==> config.mk <==
export PLATFORM = sky130hd
export DESIGN_NAME = six_seq_counter
export DESIGN_NICKNAME = d
export VERILOG_FILES = /design/src/rtl/six_seq_pkg.sv /design/src/rtl/six_seq_excite.sv /design/src/rtl/six_seq_jk_bit.sv /design/src/rtl/six_seq_counter.sv
export SDC_FILE = /design/constraint.sdc
export NUM_CORES = 1
export LEC_CHECK = 0
export BUFFER_PORTS_ARGS = -buffer_cell sky130_fd_sc_hd__buf_4
export CAP_MARGIN = 20
export CELL_PAD_IN_SITES_DETAIL_PLACEMENT = 0
export CELL_PAD_IN_SITES_GLOBAL_PLACEMENT = 2
export CORE_AREA = 2 2 39 41
export CTS_CLUSTER_SIZE = 12
export DETAILED_ROUTE_END_ITERATION = 16
export DIE_AREA = 0 0 41 43
export HOLD_SLACK_MARGIN = 0.06
export PLACE_DENSITY = 0.61
export SLEW_MARGIN = 40
export SYNTH_ARGS = -nofsm -noshare
export SYNTH_HDL_FRONTEND = slang
export SYNTH_HIERARCHICAL = 1
export SYNTH_SLANG_ARGS = --single-unit
==> constraint.sdc <==
create_clock -name clk_i -period 1.8 [get_ports clk_i]
set_input_delay 0.18 -clock clk_i [delete_from_list [all_inputs] [get_ports clk_i]]
set_output_delay 0.18 -clock clk_i [all_outputs]
set_load 0.02 [all_outputs]
==> src/rtl/six_seq_pkg.sv <==
package six_seq_pkg;
  localparam int unsigned SEQ_W = 3;
  localparam int unsigned BIT_A = SEQ_W - 1;
  localparam int unsigned BIT_B = SEQ_W - 2;
  localparam int unsigned BIT_C = SEQ_W - 3;

  typedef logic [SEQ_W-1:0] seq_t;

  localparam seq_t HOME   = 3'b000;
  localparam seq_t GAP_LO = 3'b011;
  localparam seq_t GAP_HI = 3'b111;

  typedef enum logic [1:0] {
    JK_HOLD = 2'b00,
    JK_CLR  = 2'b01,
    JK_SET  = 2'b10,
    JK_FLIP = 2'b11
  } jk_op_e;
endpackage

==> src/rtl/six_seq_excite.sv <==
module six_seq_excite
  import six_seq_pkg::*;
(
  input  seq_t cur_i,
  output seq_t j_o,
  output seq_t k_o
);
  // Fixed excitation equations; the unused codes fall back into the loop
  always_comb begin
    j_o        = '0;
    k_o        = '0;
    j_o[BIT_A] = cur_i[BIT_B];
    k_o[BIT_A] = cur_i[BIT_B];
    j_o[BIT_B] = cur_i[BIT_C];
    k_o[BIT_B] = 1'b1;
    j_o[BIT_C] = ~cur_i[BIT_B];
    k_o[BIT_C] = 1'b1;
  end
endmodule

==> src/rtl/six_seq_jk_bit.sv <==
module six_seq_jk_bit
  import six_seq_pkg::*;
(
  input  logic clk_i,
  input  logic rst_i,
  input  logic load_i,
  input  logic load_d_i,
  input  logic step_i,
  input  logic j_i,
  input  logic k_i,
  output logic q_o
);
  jk_op_e op;
  logic   nxt;

  always_comb begin
    op = jk_op_e'({j_i, k_i});
    unique case (op)
      JK_HOLD: nxt = q_o;
      JK_CLR:  nxt = 1'b0;
      JK_SET:  nxt = 1'b1;
      JK_FLIP: nxt = ~q_o;
      default: nxt = q_o;
    endcase
  end

  always_ff @(posedge clk_i) begin
    if (rst_i)       q_o <= 1'b0;
    else if (load_i) q_o <= load_d_i;
    else if (step_i) q_o <= nxt;
  end
endmodule

==> src/rtl/six_seq_counter.sv <==
module six_seq_counter
  import six_seq_pkg::*;
(
  input  logic             clk_i,
  input  logic             rst_i,
  input  logic             en_i,
  input  logic             load_i,
  input  logic [SEQ_W-1:0] load_val_i,
  output logic [SEQ_W-1:0] state_o
);
  seq_t j_vec;
  seq_t k_vec;
  seq_t q_vec;

  six_seq_excite u_excite (
    .cur_i (q_vec),
    .j_o   (j_vec),
    .k_o   (k_vec)
  );

  for (genvar g = 0; g < SEQ_W; g++) begin : g_bit
    six_seq_jk_bit u_cell (
      .clk_i    (clk_i),
      .rst_i    (rst_i),
      .load_i   (load_i),
      .load_d_i (load_val_i[g]),
      .step_i   (en_i),
      .j_i      (j_vec[g]),
      .k_i      (k_vec[g]),
      .q_o      (q_vec[g])
    );
  end

  assign state_o = q_vec;

  // ---------------- assertions ----------------
  logic rst_d;
  always_ff @(posedge clk_i) begin
    rst_d <= rst_i;
    if (rst_d) begin
      AST_RESET_CLEARS: assert (state_o == HOME);
    end
  end

  AST_LOAD_TAKES: assert property (@(posedge clk_i) disable iff (rst_i)
    load_i |=> (state_o == $past(load_val_i)));

  AST_IDLE_HOLDS: assert property (@(posedge clk_i) disable iff (rst_i)
    (!en_i && !load_i) |=> $stable(state_o));

  AST_LOW_PAIR_STEP: assert property (@(posedge clk_i) disable iff (rst_i)
    (en_i && !load_i && state_o[1:0] == 2'b00) |=> (state_o[1:0] == 2'b01 && $stable(state_o[2])));

  AST_TOP_FLIPS_ON_WRAP: assert property (@(posedge clk_i) disable iff (rst_i)
    (en_i && !load_i && state_o[1:0] == 2'b10) |=> (state_o[1:0] == 2'b00 && state_o[2] != $past(state_o[2])));

  AST_GAP_LO_RECOVERS: assert property (@(posedge clk_i) disable iff (rst_i)
    (en_i && !load_i && state_o == GAP_LO) |=> (state_o == 3'b100));

  AST_GAP_HI_RECOVERS: assert property (@(posedge clk_i) disable iff (rst_i)
    (en_i && !load_i && state_o == GAP_HI) |=> (state_o == HOME));

  AST_NO_GAP_AFTER_STEP: assert property (@(posedge clk_i) disable iff (rst_i)
    (en_i && !load_i) |=> (state_o != GAP_LO && state_o != GAP_HI));
endmodule

==> results of run 1 <==
==> Yosys cell counts (all sizes together) <==
cell type and count:
conb 1, a311o 3, a21oi 6, inv 1, nand2 3, buf 5, dfxtp 3
==> area by class of cell <==
| class | count | area, µm² |
|---|---|---|
| Fill cell | 164 | 1130 |
| Multi-Input combinational cell | 14 | 78.8 |
| Timing Repair Buffer | 9 | 67.6 |
| Sequential cell | 3 | 60.1 |
| Clock buffer | 4 | 26.3 |
| Tap cell | 16 | 20.0 |
| Inverter | 1 | 3.75 |
==> layer usage <==
| metal | up-vias | part of all wire, % | GRT usage (%) |
|---|---|---|---|
| met4 | 0 | 0 | 4.00 |
| li1 | 89 | - | - |
| met3 | 0 | 12 | 3.66 |
| met5 | - | 0 | 0 |
| met2 | 7 | 43 | 6.25 |
| met1 | 71 | 45 | 6.75 |
==> layout by cell type (no fill, tap or decap) <==
cell type | synthesis | routed
a21oi_1 | 6 | 6
a311o_1 | 3 | 3
buf_4 | 5 | 9
clkbuf_1 | 0 | 1
clkbuf_4 | 0 | 3
conb_1 | 1 | 2
dfxtp_1 | 3 | 3
inv_1 | 1 | 1
nand2_1 | 3 | 3
==> metrics by stage <==
step / worst slack, ns / cell area, µm²
global placement: 0.863 / 230
detailed placement: 0.821 / 230
floorplan: 0.664 / 180
finish: 0.807 / 256
global route: 0.760 / 256
CTS: 0.795 / 256
==> power groups by stage <==
stage          logic [mW]  registers [mW]  clock network (mW)
2_1_floorplan      0.0203          0.0823                   0
3_3_place_gp       0.0386          0.0773                   0
3_5_place_dp       0.0391          0.0776                   0
4_1_cts            0.0391          0.0766               0.123
5_1_grt            0.0426          0.0774               0.127
6_report           0.0388          0.0766               0.115
==> path summary, 6_finish.rpt <==
check                       from             endpoint  slack (ns)  depth (start not counted)
min reg2reg  g_bit[2].u_cell/q_o  g_bit[2].u_cell/q_o        0.62                          2
max reg2reg  g_bit[1].u_cell/q_o  g_bit[2].u_cell/q_o        0.81                          3
max          g_bit[1].u_cell/q_o           state_o[1]        0.81                          1
min                        rst_i  g_bit[1].u_cell/q_o        0.12                          2
==> cell families (layout without fill, tap and decap cells) <==
kind of cell    Yosys count  count (layout)  synth area share (%)
compound gates            9               9                  34.0
buf+inv                   6              14                  23.4
flops                     3               3                  34.0
simple gates              3               3                  6.38
other cells               1               2                  2.13
==> flow_summary.toml, run 1 <==
[run]
max_cap_viol_count = 0

[timing]
period_minus_slack_ns = 0.993
period_share_pct = 55.2
rsz0062_at_grt = "false"
hold_violations = 0
slew_violations = 0
finClkSkew_ns = 0.00121
fin_setup_tns_ns = 0
hold_ws_ns = 0.122
setup_viol = 0
fmax_mhz = 1010

[placed_design]
port_buffers = 9
dp_cells = 43
gp_congestion = 0.697

[pwr]
p_total_mw = 0.231
vdd_drop_max_mv = 0.286
internal_power_mw = 0.175
power_density_mw_per_mm2 = 899
swShare_pct = 24.0
switching_power_mw = 0.0553
leakagePower_nw = 0.112
p_clk_share_pct = 50.0
pwr-share-seq_pct = 33.2
power_frac_comb_pct = 16.8

[logic_synthesis]
yosys.area.top_type = "dfxtp_1"
synth_cell_types = 7
synth-seq-area-share_pct = 34.0
syn_inst = 22
avgSynthCellArea_um2 = 8.02
ys_seq_elements = 3
ys_warn_count = 6
synth.area.top_cells = "dfxtp_1 (34%), buf_4 (21%), a21oi_1 (17%)"
synth_area_um2 = 176
yosys.area.top_type_share_pct = 34.0

[die]
die_h_um = 43
rows = 14
start_util_pct = 12.7
fp.coreArea_mm2 = 0.00138
io_pins = 10
die_w_um = 41
die_area_mm2 = 0.00176

[clock_network]
cts_resized = 0
root_buffer = "clkbuf_4"
cts.clk_slew.worst_paths_ns = 0.03
post-cts-setup-buffer-count = 0
htreeDepth = 1
insertion_delay_ns = 0.23
cts.sinks = 3
holdBufCountCts = 0
cts_inserted_buffers = 3
cts_tree = "built"
clock_path_buffers = 2

[routing]
dr.pass1.iters = 4
vias = 167
drtAntennaViolNets = 0
wl_per_cell_um = 8.26
drt_iter0_drc = 7
routed_wl_um = 388
drc = 0
post_drt_via_cell_ratio = 3.55

[layout]
largest-register = "g_bit.u_cell/q_o"
antenna_cells = 0
utilization_pct = 18.5
drive_gt1_share_pct = 38.7
syn2layout_area_growth_pct = 45.4
largestRegisters = "g_bit.u_cell/q_o: 3 flops"
final_cell_count_no_fill = 47
layout.nets = 39
largest_reg_flops = 3

[critical_path]
cp.required_ns = 1.62
end_kind = "output pin"
cp.arrival_ns = 0.81
cp_max_fo = 6
cp_top_family = "flip-flops"
path_class = "reg2out"
path_buf_inv = 1
worstSetupStartpointType = "register"
cp_slowest_cell = "dfxtp_1"
critical-path-max-stage-delay_ns = 0.41
cp_cell_sequence = "buf_4"

[global_routing]
grt_max_degree = 7
grt_pass1_vias = 150
antenna_found_initial = 0
grt.total_usage_pct = 5.42
grt_pass1_wl_um = 600
gr-total-overflow = 0

[outcome]
outcome = "finished clean"

[min_path]
hold_path_class = "in2reg"
Note: power is estimated with default switching activity, not from simulation.
==> run 2, diff against run 1 <==
clock period = 1 ns   (was 1.8 ns; I/O delays follow)
==> run 2 against run 1 <==
First-iteration DRC count shrank 86%. Total power is 82% higher. Sequential power up 79%. Clock power up 83%. Core utilization up 1.1 points. Clock skew increased by 0.0023 ns.
==> flow_summary.toml, run 2 (synthesized netlist as in run 1, its figures left out) <==
[outcome]
outcome = "finished clean"

[layout]
multiInputGateArea_um2 = 78.8
largestRegisters = "g_bit.u_cell/q_o: 3 flops"
syn2layout_area_growth_pct = 53.9
largest-register = "g_bit.u_cell/q_o"
regArea_um2 = 65.1
layout.nets = 40
antenna_cells = 0
layout_common_cells = "buf_4 (9), a21oi_1 (6), clkbuf_4 (3), nand2_1 (3), a311o_1 (3)"
utilization_pct = 19.6
n_fill_cell = 165
largest_reg_flops = 3
final_common_cell = "buf_4"
drive_gt1_share_pct = 43.8

[die]
io_pins = 10
die_h_um = 43
die_w_um = 41
die_area_mm2 = 0.00176
fp.coreArea_mm2 = 0.00138
start_util_pct = 12.7
rows = 14

[clock_network]
insertion_delay_ns = 0.23
holdBufCountCts = 1
post-cts-setup-buffer-count = 0
cts.clk_slew.worst_paths_ns = 0.04
cts.sinks = 3
htreeDepth = 1
cts_resized = 0
cts_tree = "built"
cts_inserted_buffers = 3
root_buffer = "clkbuf_4"
clock_path_buffers = 2

[timing]
period_minus_slack_ns = 0.904
fmax_mhz = 1110
period_share_pct = 90.4
setup_ws_ns = 0.0963
hold_violations = 0
finClkSkew_ns = 0.00350
hold_ws_ns = 0.112
rsz0062_at_grt = "false"
setup_viol = 0
fin_setup_tns_ns = 0
slew_violations = 0

[pwr]
power_density_mw_per_mm2 = 1550
vdd_drop_max_mv = 0.344
leakagePower_nw = 0.117

[min_path]
worstHoldStart = "load_val_i[1]"
holdPathStages = 3
hold_path_class = "in2reg"
hold_end = "g_bit[1].u_cell/q_o"

[critical_path]
cp.arrival_ns = 1.06
worstReg2RegStart = "g_bit[1].u_cell/q_o"
worstSetupStartpointType = "register"
path_buf_inv = 1
cp_top_family = "compound AO/OA/AOI/OAI gates"
cp.required_ns = 1.16
cp_max_fo = 6
end_kind = "register"
cp_slowest_cell = "dfxtp_4"
cpMostUsedCell = "a21oi_1"
cp_cell_sequence = "inv_1 -> a21oi_1 -> a311o_1 -> a21oi_1"
regToRegEndpoint = "g_bit[0].u_cell/q_o"
crit_path_start = "g_bit[1].u_cell/q_o"
path_class = "reg2reg"
r2r_cells = 4
critical-path-max-stage-delay_ns = 0.35
reg2reg_slack_ns = 0.1

[routing]
vias = 174
drc = 0
post_drt_via_cell_ratio = 3.63
routed_wl_um = 366
dr.pass1.iters = 2
drt_iter0_drc = 1
drtAntennaViolNets = 0
wl_per_cell_um = 7.63

[global_routing]
grt_max_degree = 7
grt_pass1_wl_um = 572
antenna_found_initial = 0
grt_pass1_vias = 147
grt.total_usage_pct = 5.82
gr-total-overflow = 0

[placed_design]
pre_cts_ws_ns = 0.0991
gp_congestion = 0.647
port_buffers = 9

[run]
max_cap_viol_count = 0
run 2: cell count changes in the layout (fill, tap and decap cells not counted):
cell | before | now
dlygate4sd3_1 | 0 | 1
dfxtp_4 | 0 | 1
dfxtp_2 | 0 | 1
dfxtp_1 | 3 | 1
run 2: area by class of cell:
cell class                 instances  area share [%]
clock buffer                       4            9.68
inverter                           1            1.38
multi-input combinational         14            29.0
sequential                         3            24.0
tap                               16            7.37
timing repair buffer              10            28.6
run 2: power breakdown:
part | switching, mW | leakage [nW] | internal (mW) | total, mW
Combinational | 0.0322 | 0.0766 | 0.0404 | 0.0725
Sequential | 0.00821 | 0.0258 | 0.129 | 0.137
Clock | 0.0608 | 0.0150 | 0.149 | 0.210
run 2: metrics by stage:
| stage | instance area (µm²) | total power [mW] | cells |
|---|---|---|---|
| 2_1_floorplan | 185 | 0.185 | 23 |
| 3_3_place_gp | 235 | 0.209 | 43 |
| 3_5_place_dp | 235 | 0.210 | 43 |
| 4_1_cts | 272 | 0.434 | 48 |
| 5_1_grt | 272 | 0.457 | 48 |
| 6_report | 272 | 0.420 | 48 |
run 2: worst max-delay path by stage:
stage                          end  slack [ns]  cells after the start
3_5_place_dp   g_bit[0].u_cell/q_o         0.1                      4
3_3_place_gp   g_bit[0].u_cell/q_o         0.1                      4
6_report       g_bit[0].u_cell/q_o         0.1                      4
2_1_floorplan  g_bit[1].u_cell/q_o       0.003                      4
4_1_cts        g_bit[0].u_cell/q_o        0.09                      4
5_1_grt        g_bit[1].u_cell/q_o        0.03                      3
run 2: metal layers:
| layer | vias up | global-route usage (%) | part of all wire, % |
|---|---|---|---|
| met5 | - | 0 | 0 |
| met4 | 0 | 8.00 | 0 |
| met3 | 0 | 4.71 | 14 |
| met2 | 7 | 5.94 | 43 |
| met1 | 76 | 5.79 | 43 |
| li1 | 91 | - | - |
run 2: worst register-to-register path: cells and delay by family, from the launching register on:
family          cells  cell delay (ns)
compound gates      3             0.44
buf+inv             1             0.05
flops               1             0.35
